--- config.mk ---
export PLATFORM = sky130hd
export DESIGN_NAME = irq_entry_seq
export DESIGN_NICKNAME = d
export VERILOG_FILES = /design/src/rtl/irq_seq_pkg.sv /design/src/rtl/irq_gate.sv /design/src/rtl/irq_fsm.sv /design/src/rtl/irq_datapath.sv /design/src/rtl/irq_entry_seq.sv
export SDC_FILE = /design/constraint.sdc
export NUM_CORES = 1
export LEC_CHECK = 0
export BUFFER_PORTS_ARGS = -buffer_cell sky130_fd_sc_hd__buf_2
export CORE_ASPECT_RATIO = 0.5
export CORE_MARGIN = 3
export CORE_UTILIZATION = 43
export DETAILED_ROUTE_END_ITERATION = 6
export MAX_ROUTING_LAYER = met4
export PLACE_DENSITY = 0.8
export SKIP_CTS_REPAIR_TIMING = 1
export SYNTH_ARGS = -nofsm -noshare
export SYNTH_HDL_FRONTEND = slang
export SYNTH_SLANG_ARGS = --single-unit
--- constraint.sdc ---
create_clock -name clk -period 1.75 [get_ports clk]
set_input_delay 0 -clock clk [delete_from_list [all_inputs] [get_ports clk]]
set_output_delay 0 -clock clk [all_outputs]
set_load 0.01 [all_outputs]
--- src/rtl/irq_seq_pkg.sv ---
package irq_seq_pkg;
  typedef enum logic [1:0] {
    ST_IDLE = 2'd0,
    ST_SAVE = 2'd1,
    ST_VEC  = 2'd2,
    ST_LOAD = 2'd3
  } seq_state_t;
endpackage

--- src/rtl/irq_gate.sv ---
// Boundary decision: take the interrupt or pass straight to fetch.
module irq_gate (
  input  logic boundary_i,
  input  logic busy_i,
  input  logic pend_i,
  input  logic ie_i,
  output logic take_o,
  output logic pass_o
);
  logic at_idle_boundary;
  assign at_idle_boundary = boundary_i & ~busy_i;
  assign take_o = at_idle_boundary & pend_i & ie_i;
  assign pass_o = at_idle_boundary & ~(pend_i & ie_i);
endmodule

--- src/rtl/irq_fsm.sv ---
// Orders the stack write, vector read and PC hand-off.
module irq_fsm
  import irq_seq_pkg::*;
(
  input  logic clk,
  input  logic rst_n,
  input  logic take_i,
  input  logic rdy_i,
  output logic we_o,
  output logic re_o,
  output logic load_o,
  output logic busy_o,
  output logic save_done_o,
  output logic vec_done_o
);
  seq_state_t state_q, state_d;

  always_comb begin
    state_d = state_q;
    unique case (state_q)
      ST_IDLE: if (take_i) state_d = ST_SAVE;
      ST_SAVE: if (rdy_i)  state_d = ST_VEC;
      ST_VEC:  if (rdy_i)  state_d = ST_LOAD;
      ST_LOAD: state_d = ST_IDLE;
      default: state_d = ST_IDLE;
    endcase
  end

  always_ff @(posedge clk or negedge rst_n) begin
    if (!rst_n) state_q <= ST_IDLE;
    else        state_q <= state_d;
  end

  assign we_o        = (state_q == ST_SAVE);
  assign re_o        = (state_q == ST_VEC);
  assign load_o      = (state_q == ST_LOAD);
  assign busy_o      = (state_q != ST_IDLE);
  assign save_done_o = we_o & rdy_i;
  assign vec_done_o  = re_o & rdy_i;
endmodule

--- src/rtl/irq_datapath.sv ---
// MAR, MBR and the captured source, plus the address arithmetic.
module irq_datapath #(
  parameter int W          = 16,
  parameter int SRC_W      = 3,
  parameter int WORD_BYTES = 2,
  parameter logic [W-1:0] VEC_BASE = 16'h0100
) (
  input  logic             clk,
  input  logic             rst_n,
  input  logic             take_i,
  input  logic             save_done_i,
  input  logic             vec_done_i,
  input  logic [W-1:0]     pc_i,
  input  logic [W-1:0]     sp_i,
  input  logic [SRC_W-1:0] src_i,
  input  logic [W-1:0]     rdata_i,
  output logic [W-1:0]     sp_next_o,
  output logic [W-1:0]     mar_o,
  output logic [W-1:0]     mbr_o
);
  localparam logic [W-1:0] STEP = W'(WORD_BYTES);

  function automatic logic [W-1:0] push_addr(input logic [W-1:0] sp);
    return sp - STEP;
  endfunction

  function automatic logic [W-1:0] vec_addr(input logic [SRC_W-1:0] src);
    return VEC_BASE + (W'(src) * STEP);
  endfunction

  logic [SRC_W-1:0] src_q;

  assign sp_next_o = push_addr(sp_i);

  always_ff @(posedge clk or negedge rst_n) begin
    if (!rst_n) begin
      mar_o <= '0;
      mbr_o <= '0;
      src_q <= '0;
    end else if (take_i) begin
      mar_o <= sp_next_o;
      mbr_o <= pc_i;
      src_q <= src_i;
    end else if (save_done_i) begin
      mar_o <= vec_addr(src_q);
    end else if (vec_done_i) begin
      mbr_o <= rdata_i;
    end
  end
endmodule

--- src/rtl/irq_entry_seq.sv ---
module irq_entry_seq #(
  parameter int W          = 16,
  parameter int SRC_W      = 3,
  parameter int WORD_BYTES = 2,
  parameter logic [W-1:0] VEC_BASE = 16'h0100
) (
  input  logic             clk,
  input  logic             rst_n,
  input  logic             boundary_i,
  input  logic             irq_pend_i,
  input  logic [SRC_W-1:0] irq_src_i,
  input  logic             ie_i,
  output logic             ie_clr_o,
  input  logic [W-1:0]     pc_i,
  output logic             pc_load_o,
  output logic [W-1:0]     pc_new_o,
  input  logic [W-1:0]     sp_i,
  output logic             sp_load_o,
  output logic [W-1:0]     sp_new_o,
  output logic [W-1:0]     mem_addr_o,
  output logic [W-1:0]     mem_wdata_o,
  output logic             mem_we_o,
  output logic             mem_re_o,
  input  logic [W-1:0]     mem_rdata_i,
  input  logic             mem_rdy_i,
  output logic             fetch_go_o,
  output logic             busy_o
);
  logic take, pass, load, save_done, vec_done;
  logic [W-1:0] mar, mbr;

  irq_gate u_gate (
    .boundary_i(boundary_i), .busy_i(busy_o), .pend_i(irq_pend_i),
    .ie_i(ie_i), .take_o(take), .pass_o(pass)
  );

  irq_fsm u_fsm (
    .clk(clk), .rst_n(rst_n), .take_i(take), .rdy_i(mem_rdy_i),
    .we_o(mem_we_o), .re_o(mem_re_o), .load_o(load), .busy_o(busy_o),
    .save_done_o(save_done), .vec_done_o(vec_done)
  );

  irq_datapath #(.W(W), .SRC_W(SRC_W), .WORD_BYTES(WORD_BYTES), .VEC_BASE(VEC_BASE)) u_dp (
    .clk(clk), .rst_n(rst_n), .take_i(take), .save_done_i(save_done),
    .vec_done_i(vec_done), .pc_i(pc_i), .sp_i(sp_i), .src_i(irq_src_i),
    .rdata_i(mem_rdata_i), .sp_next_o(sp_new_o), .mar_o(mar), .mbr_o(mbr)
  );

  assign ie_clr_o    = take;
  assign sp_load_o   = take;
  assign mem_addr_o  = mar;
  assign mem_wdata_o = mbr;
  assign pc_new_o    = mbr;
  assign pc_load_o   = load;
  assign fetch_go_o  = pass | load;
endmodule

# [After elaboration in Yosys (flattened, before gate mapping)]
# Index checks and enable logic that the tools add are counted.
[op_classes] n_addsub=2 mux=9 n_reduce_logical=6 bitwise=10 eq_ne=7
[ops] op="2-to-1 mux 16 bit" n=5
[ops] op="subtractor 16 x 2 -> 16 bit (second input constant)" n=1
[ops] op="adder 9 x 4 -> 10 bit (first input constant)" n=1
[ops] op="!= test 2 bit (second input constant)" n=4
[ops] op="one-hot mux 2 bit (4 select lines)" n=1
[ops] op="AND 1 bit" n=7
[ops] op="2-to-1 mux 2 bit" n=3
[ops] op="nonzero test 2 bit" n=3
[ops] op="== test 2 bit (second input constant)" n=2
[ops] op="AND reduction 3 bit" n=1
[ops] op="== test 2 x 1 -> 1 bit (second input constant)" n=1
[ops] op="logical NOT 2 bit" n=1
[ops] op="NOT 1 bit" n=2
[ops] op="AND reduction 2 bit" n=1
[ops] op="bitwise OR 1 bit" n=1
[totals] word_cells=38 ff_bits=37 output_inout_bits=71

# [Logic depth before layout (Yosys ltp)]
[logic_depth] ltp_word=7 depth_mapped=7 ltp_nobuf=6

# [Cells and area by module]
# Synthesis repeated with hierarchy kept, for this count alone.
[unflattened] hier_cells=202 hier_area_um2=2068.2
[by_module_without_submodules] module="irq_datapath" cells_per_inst=163 area_per_inst_um2=1726.7 instances=1
[by_module_without_submodules] module="irq_fsm" cells_per_inst=17 area_per_inst_um2=175.2 instances=1
[by_module_without_submodules] module="irq_entry_seq" cells_per_inst=18 area_per_inst_um2=133.9 instances=1
[by_module_without_submodules] module="irq_gate" cells_per_inst=4 area_per_inst_um2=32.5 instances=1

# [Worst setup path after synthesis]
# No wires, ideal clock.
[synth_timing] path_type="reg-to-reg" startpoint="register u_fsm.state_q[0]" endpoint="register u_fsm.state_q[1]" period_less_slack_ps=1634 required_time_ps=1625 arrival_ps=1510 slack_ps=116 stages_incl_launch_ff=7 path_buffers=1 cell_sequence="dfrtp_1 -> inv_1 -> ha_1 -> nand4_1 -> clkbuf_1 -> a21oi_1 -> mux2_2"
[synth_via] elab_chain_cells=7 word_cells_on_any_way=14 classes_between="eq/ne (6); mux (1); bitwise (4); reduce/logical (3)"
[synth_rtl] element="from (decl)" line_no="irq_fsm.sv:16" text="seq_state_t state_q, state_d;"
[synth_rtl] element="from (signal assigned)" line_no="irq_fsm.sv:31" text="else state_q <= state_d;"
[synth_rtl] element="nonzero test 2 bit" line_no="irq_fsm.sv:37" text="assign busy_o = (state_q != ST_IDLE);"
[synth_rtl] element="NOT 1 bit" line_no="irq_gate.sv:11" text="assign at_idle_boundary = boundary_i & ~busy_i;"
[synth_rtl] element="AND 1 bit" line_no="irq_gate.sv:11"
[synth_rtl] element="AND 1 bit (2 in series)" line_no="irq_gate.sv:12" text="assign take_o = at_idle_boundary & pend_i & ie_i;"
[synth_rtl] element="!= test 2 bit (no line)"
[synth_rtl] element="AND reduction 3 bit (no line)"
# Parallel ways exist; a longest one is shown, timed or not.
# A chain may end at the register's enable or synchronous reset.

# [Worst setup path after layout]
[layout_timing] startpoint="register u_fsm.state_q[0]" endpoint="register u_dp.mar_o[14]"
[layout_via] elab_chain_cells=6 word_cells_on_any_way=9 classes_between="eq/ne (1); mux (1); bitwise (5); reduce/logical (2)"
[layout_rtl] element="nonzero test 2 bit" line_no="irq_fsm.sv:37"
[layout_rtl] element="NOT 1 bit" line_no="irq_gate.sv:11"
[layout_rtl] element="AND 1 bit" line_no="irq_gate.sv:11"
[layout_rtl] element="AND 1 bit (2 in series)" line_no="irq_gate.sv:12"
[layout_rtl] element="2-to-1 mux 16 bit / nonzero test 2 bit (equally long branches)"
[layout_rtl] element="to (signal assigned)" line_no="irq_datapath.sv:41" text="mar_o <= sp_next_o;"
[layout_rtl] element="to (signal assigned)" line_no="irq_datapath.sv:45" text="mar_o <= vec_addr(src_q);"
[layout_rtl] element="to (decl)" line_no="irq_datapath.sv:18" text="output logic [W-1:0] mar_o,"
# Parallel ways exist; a longest one is shown, timed or not.

==> run_results.csv <==
group,metric,value,unit
run_status,status,"finished with violations",
run_status,violations,"hold timing",
placement,place_ws,0.0996,ns
power_and_ir_drop,power.internal,2.63,mW
die,die-area,5830,um^2
power_and_ir_drop,switchingPower,1.69,mW
cells_and_area,fin_area,3000,um^2
clocking,cts_buffers,5,
die,die_y,55.5,um
route,viasPerCell,4.90,
sta,hold_violations,6,
critical_path,path_cells,"inv_1 -> ha_1 -> nand4_1 -> buf_6 -> clkinvlp_4 -> buf_4 -> a21o_1",
sta,setup_viol,0,
clocking,cts_tree,"built",
sta,final.setup.tns,0,ns
route,ant_nets,0,
cells_and_area,drive_gt1_share,43.8,%
die,fp.coreArea,4550,um^2
power_and_ir_drop,leakagePower,1.78,nW
logic_synthesis,synth_nets,278,
critical_path,startpoint_type,"register",
power_and_ir_drop,power.density,1440,nW/um^2
hold_path,hold_path.class,"in2reg",
die,die_w,105,um
die,io_pins,128,
power_and_ir_drop,swShare,39.2,%
route,drc,0,
logic_synthesis,avgSynthCellArea,9.77,um^2
route,vias,2049,
placement,portBuffers,127,
critical_path,cp-startpoint,"u_fsm.state_q[0]$_DFFE_PN0P_",
sta,holdWs,-0.0322,ns
critical_path,required,1.92,ns
power_and_ir_drop,power_frac_seq,35.8,%
hold_path,min_delay_worst_endpoint,"u_dp.mbr_o[1]$_DFFE_PN0P_",
logic_synthesis,synth_seq_cells,37,
route,drtIter0Drc,76,
route,drt-pass1-iter-count,6,
die,num_rows,17,
cells_and_area,n_antenna_cell,0,
route,routed_wl,6050,um
cells_and_area,seq_area,926,um^2
critical_path,r2r-start,"u_fsm.state_q[0]$_DFFE_PN0P_",
logic_synthesis,seq_area_frac_synth,43.9,%
critical_path,slowest_delay,0.39,ns
die,start_util,46.3,%
cells_and_area,n_fill_cell,388,
cells_and_area,layout_commonest_cell,"buf_2",
placement,place.gp.congestion,0.788,
power_and_ir_drop,ir_drop,530,uV
logic_synthesis,syn_area,2110,um^2
cells_and_area,area_growth,42.4,%
hold_path,whs_path_depth,3,
clocking,path_clk_slew,0.07,ns
global_routing,grt_overflow,0,
cells_and_area,fin_nets,413,
job,max-cap-violations,0,
clocking,clk_latency,0.28,ns
logic_synthesis,synth_cells,216,
sta,worst_pin_slew,0.799,ns
global_routing,grt_pass1_vias,1892,
global_routing,grt_pass1_wl,9050,um
sta,fin_ws,0.0848,ns
critical_path,r2r_setup_slack,0.08,ns
clocking,clockBufferDepth,2,
logic_synthesis,synth_warnings,0,
clocking,root_buffer,"clkbuf_8",
clocking,clock_sinks,37,
sta,fmax,0.601,GHz
critical_path,reg2reg_depth,7,
cells_and_area,layout_common_cells,"buf_2 (127), dfrtp_1 (37), nor2_1 (24)",
sta,slew_viol_final,0,
critical_path,r2r_end,"u_dp.mar_o[14]$_DFFE_PN0P_",
sta,fin_crit,1.67,ns
cells_and_area,multi_input_area,978,um^2
global_routing,antenna_found_initial,0,
sta,clock_skew,0.00364,ns
sta,maxSlewHeadroom,46.8,%
power_and_ir_drop,clkPwrFrac,13.1,%
critical_path,crit_path_max_fanout,15,
sta,period_share,95.2,%
critical_path,arrival,1.83,ns
global_routing,track_usage,19.3,%
global_routing,grt_max_degree,38,
placement,postPlaceCellArea,2710,um^2
clocking,htree_levels,2,
placement,dpl.hpwl,4420,um
critical_path,crit_type,"reg2reg",
critical_path,cp-end-kind,"register",
power_and_ir_drop,comb_power_share,51.0,%
route,routedWlPerCell,14.5,um
logic_synthesis,yosysUniqueCellTypes,29,
hold_path,hold_start,"pc_i[1]",
critical_path,cpMaxStageDelayCell,"dfrtp_1",
## metrics by stage
stage / utilization, % / std cells / power, mW / hold WS, ns
final: 66.0 / 418 / 4.32 / -0.0322
after global placement: 59.6 / 388 / 3.62 / 0.122
after detailed placement: 59.6 / 388 / 3.71 / 0.132
after CTS: 61.4 / 396 / 4.29 / -0.170
after global routing: 66.0 / 418 / 4.62 / 0.000292
after floorplan: - / 216 / 3.00 / -0.296
## layer usage
layer  wire (um)  vias to the layer above  global-route usage, %  part of all wire [%]
met5           0                        -                      -                     0
met4          80                        0                   4.30                   1.3
met3         312                        8                   3.85                   5.2
met2        3300                       75                   34.2                    54
met1        2360                      981                   22.9                    39
li1            -                      985                      -                     -
## cell usage after synthesis
cell type,instances,area (um^2)
nor4_1,2,12.5
a21o_1,10,75.1
mux2i_1,19,190
xnor2_2,4,65.1
clkbuf_1,3,11.3
nand3_1,4,20.0
o21a_1,1,7.51
nor4_4,1,21.3
a21oi_1,20,100
nand4b_1,1,8.76
inv_1,7,26.3
nor2b_1,2,12.5
nand4_1,4,25.0
nor3_1,3,15.0
xor2_1,4,35.0
nand2_1,17,63.8
nand3b_1,3,22.5
a31o_2,1,8.76
buf_1,4,15.0
buf_2,2,10.0
and3_1,10,62.6
dfrtp_1,37,926
mux2_2,1,11.3
o32a_1,1,10.0
nor2_1,24,90.1
buf_4,19,143
ha_1,5,62.6
nor3b_1,2,15.0
xnor2_1,5,43.8
## registers in the layout, indices dropped and copies added, names as in the netlist
register / count
u_dp.mar_o: 16
u_dp.mbr_o: 16
u_dp.src_q: 3
u_fsm.state_q: 2
## worst max path at each step
stage / endpoint / slack, ns
after detailed placement: u_dp.mar_o[15]$_DFFE_PN0P_ / 0.1
after floorplan: u_fsm.state_q[1]$_DFFE_PN0P_ / 0.12
after CTS: sp_load_o / -0.18
after global placement: u_dp.mar_o[12]$_DFFE_PN0P_ / 0.17
final: u_dp.mar_o[14]$_DFFE_PN0P_ / 0.08
after global routing: u_dp.mar_o[14]$_DFFE_PN0P_ / -0.02
## cell type report
class | count | area share [%]
clock buffers | 8 | 2.67
inverters | 7 | 1.00
multi-input cells | 144 | 32.6
flip-flops and latches | 37 | 30.8
well taps | 66 | 2.75
repair buffers | 155 | 29.9
repair inverters | 1 | 0.250
## kinds of logic (layout without fill, tap and decap cells)
logic type,Yosys count,after routing,synth area share [%]
XOR/XNOR,13,13,6.82
AND/OR/NAND/NOR,73,73,17.5
buffers and inverters,35,171,9.73
multiplexers,20,20,9.55
AO/OA/AOI/OAI,33,33,9.55
flip-flops,37,37,43.9
adder cells (fa/ha/maj),5,5,2.97
## worst max-delay path: cells and delay by family, from the launching register on
kind                       cells  cell delay, ns
buffers and inverters          4            0.61
DFF                            1            0.39
adders and majority gates      1            0.21
AOI/OAI and AO/OA              1            0.18
and+or+nand+nor                1            0.14
## power by group through the flow
stage	Sequential, mW	Combinational [mW]	Clock (mW)
after floorplan	1.71	1.29	0
after global placement	1.53	2.09	0
after detailed placement	1.56	2.16	0
after CTS	1.54	2.17	0.576
after global routing	1.61	2.39	0.624
final	1.55	2.20	0.567
Note: power is estimated with default switching activity, not from simulation.
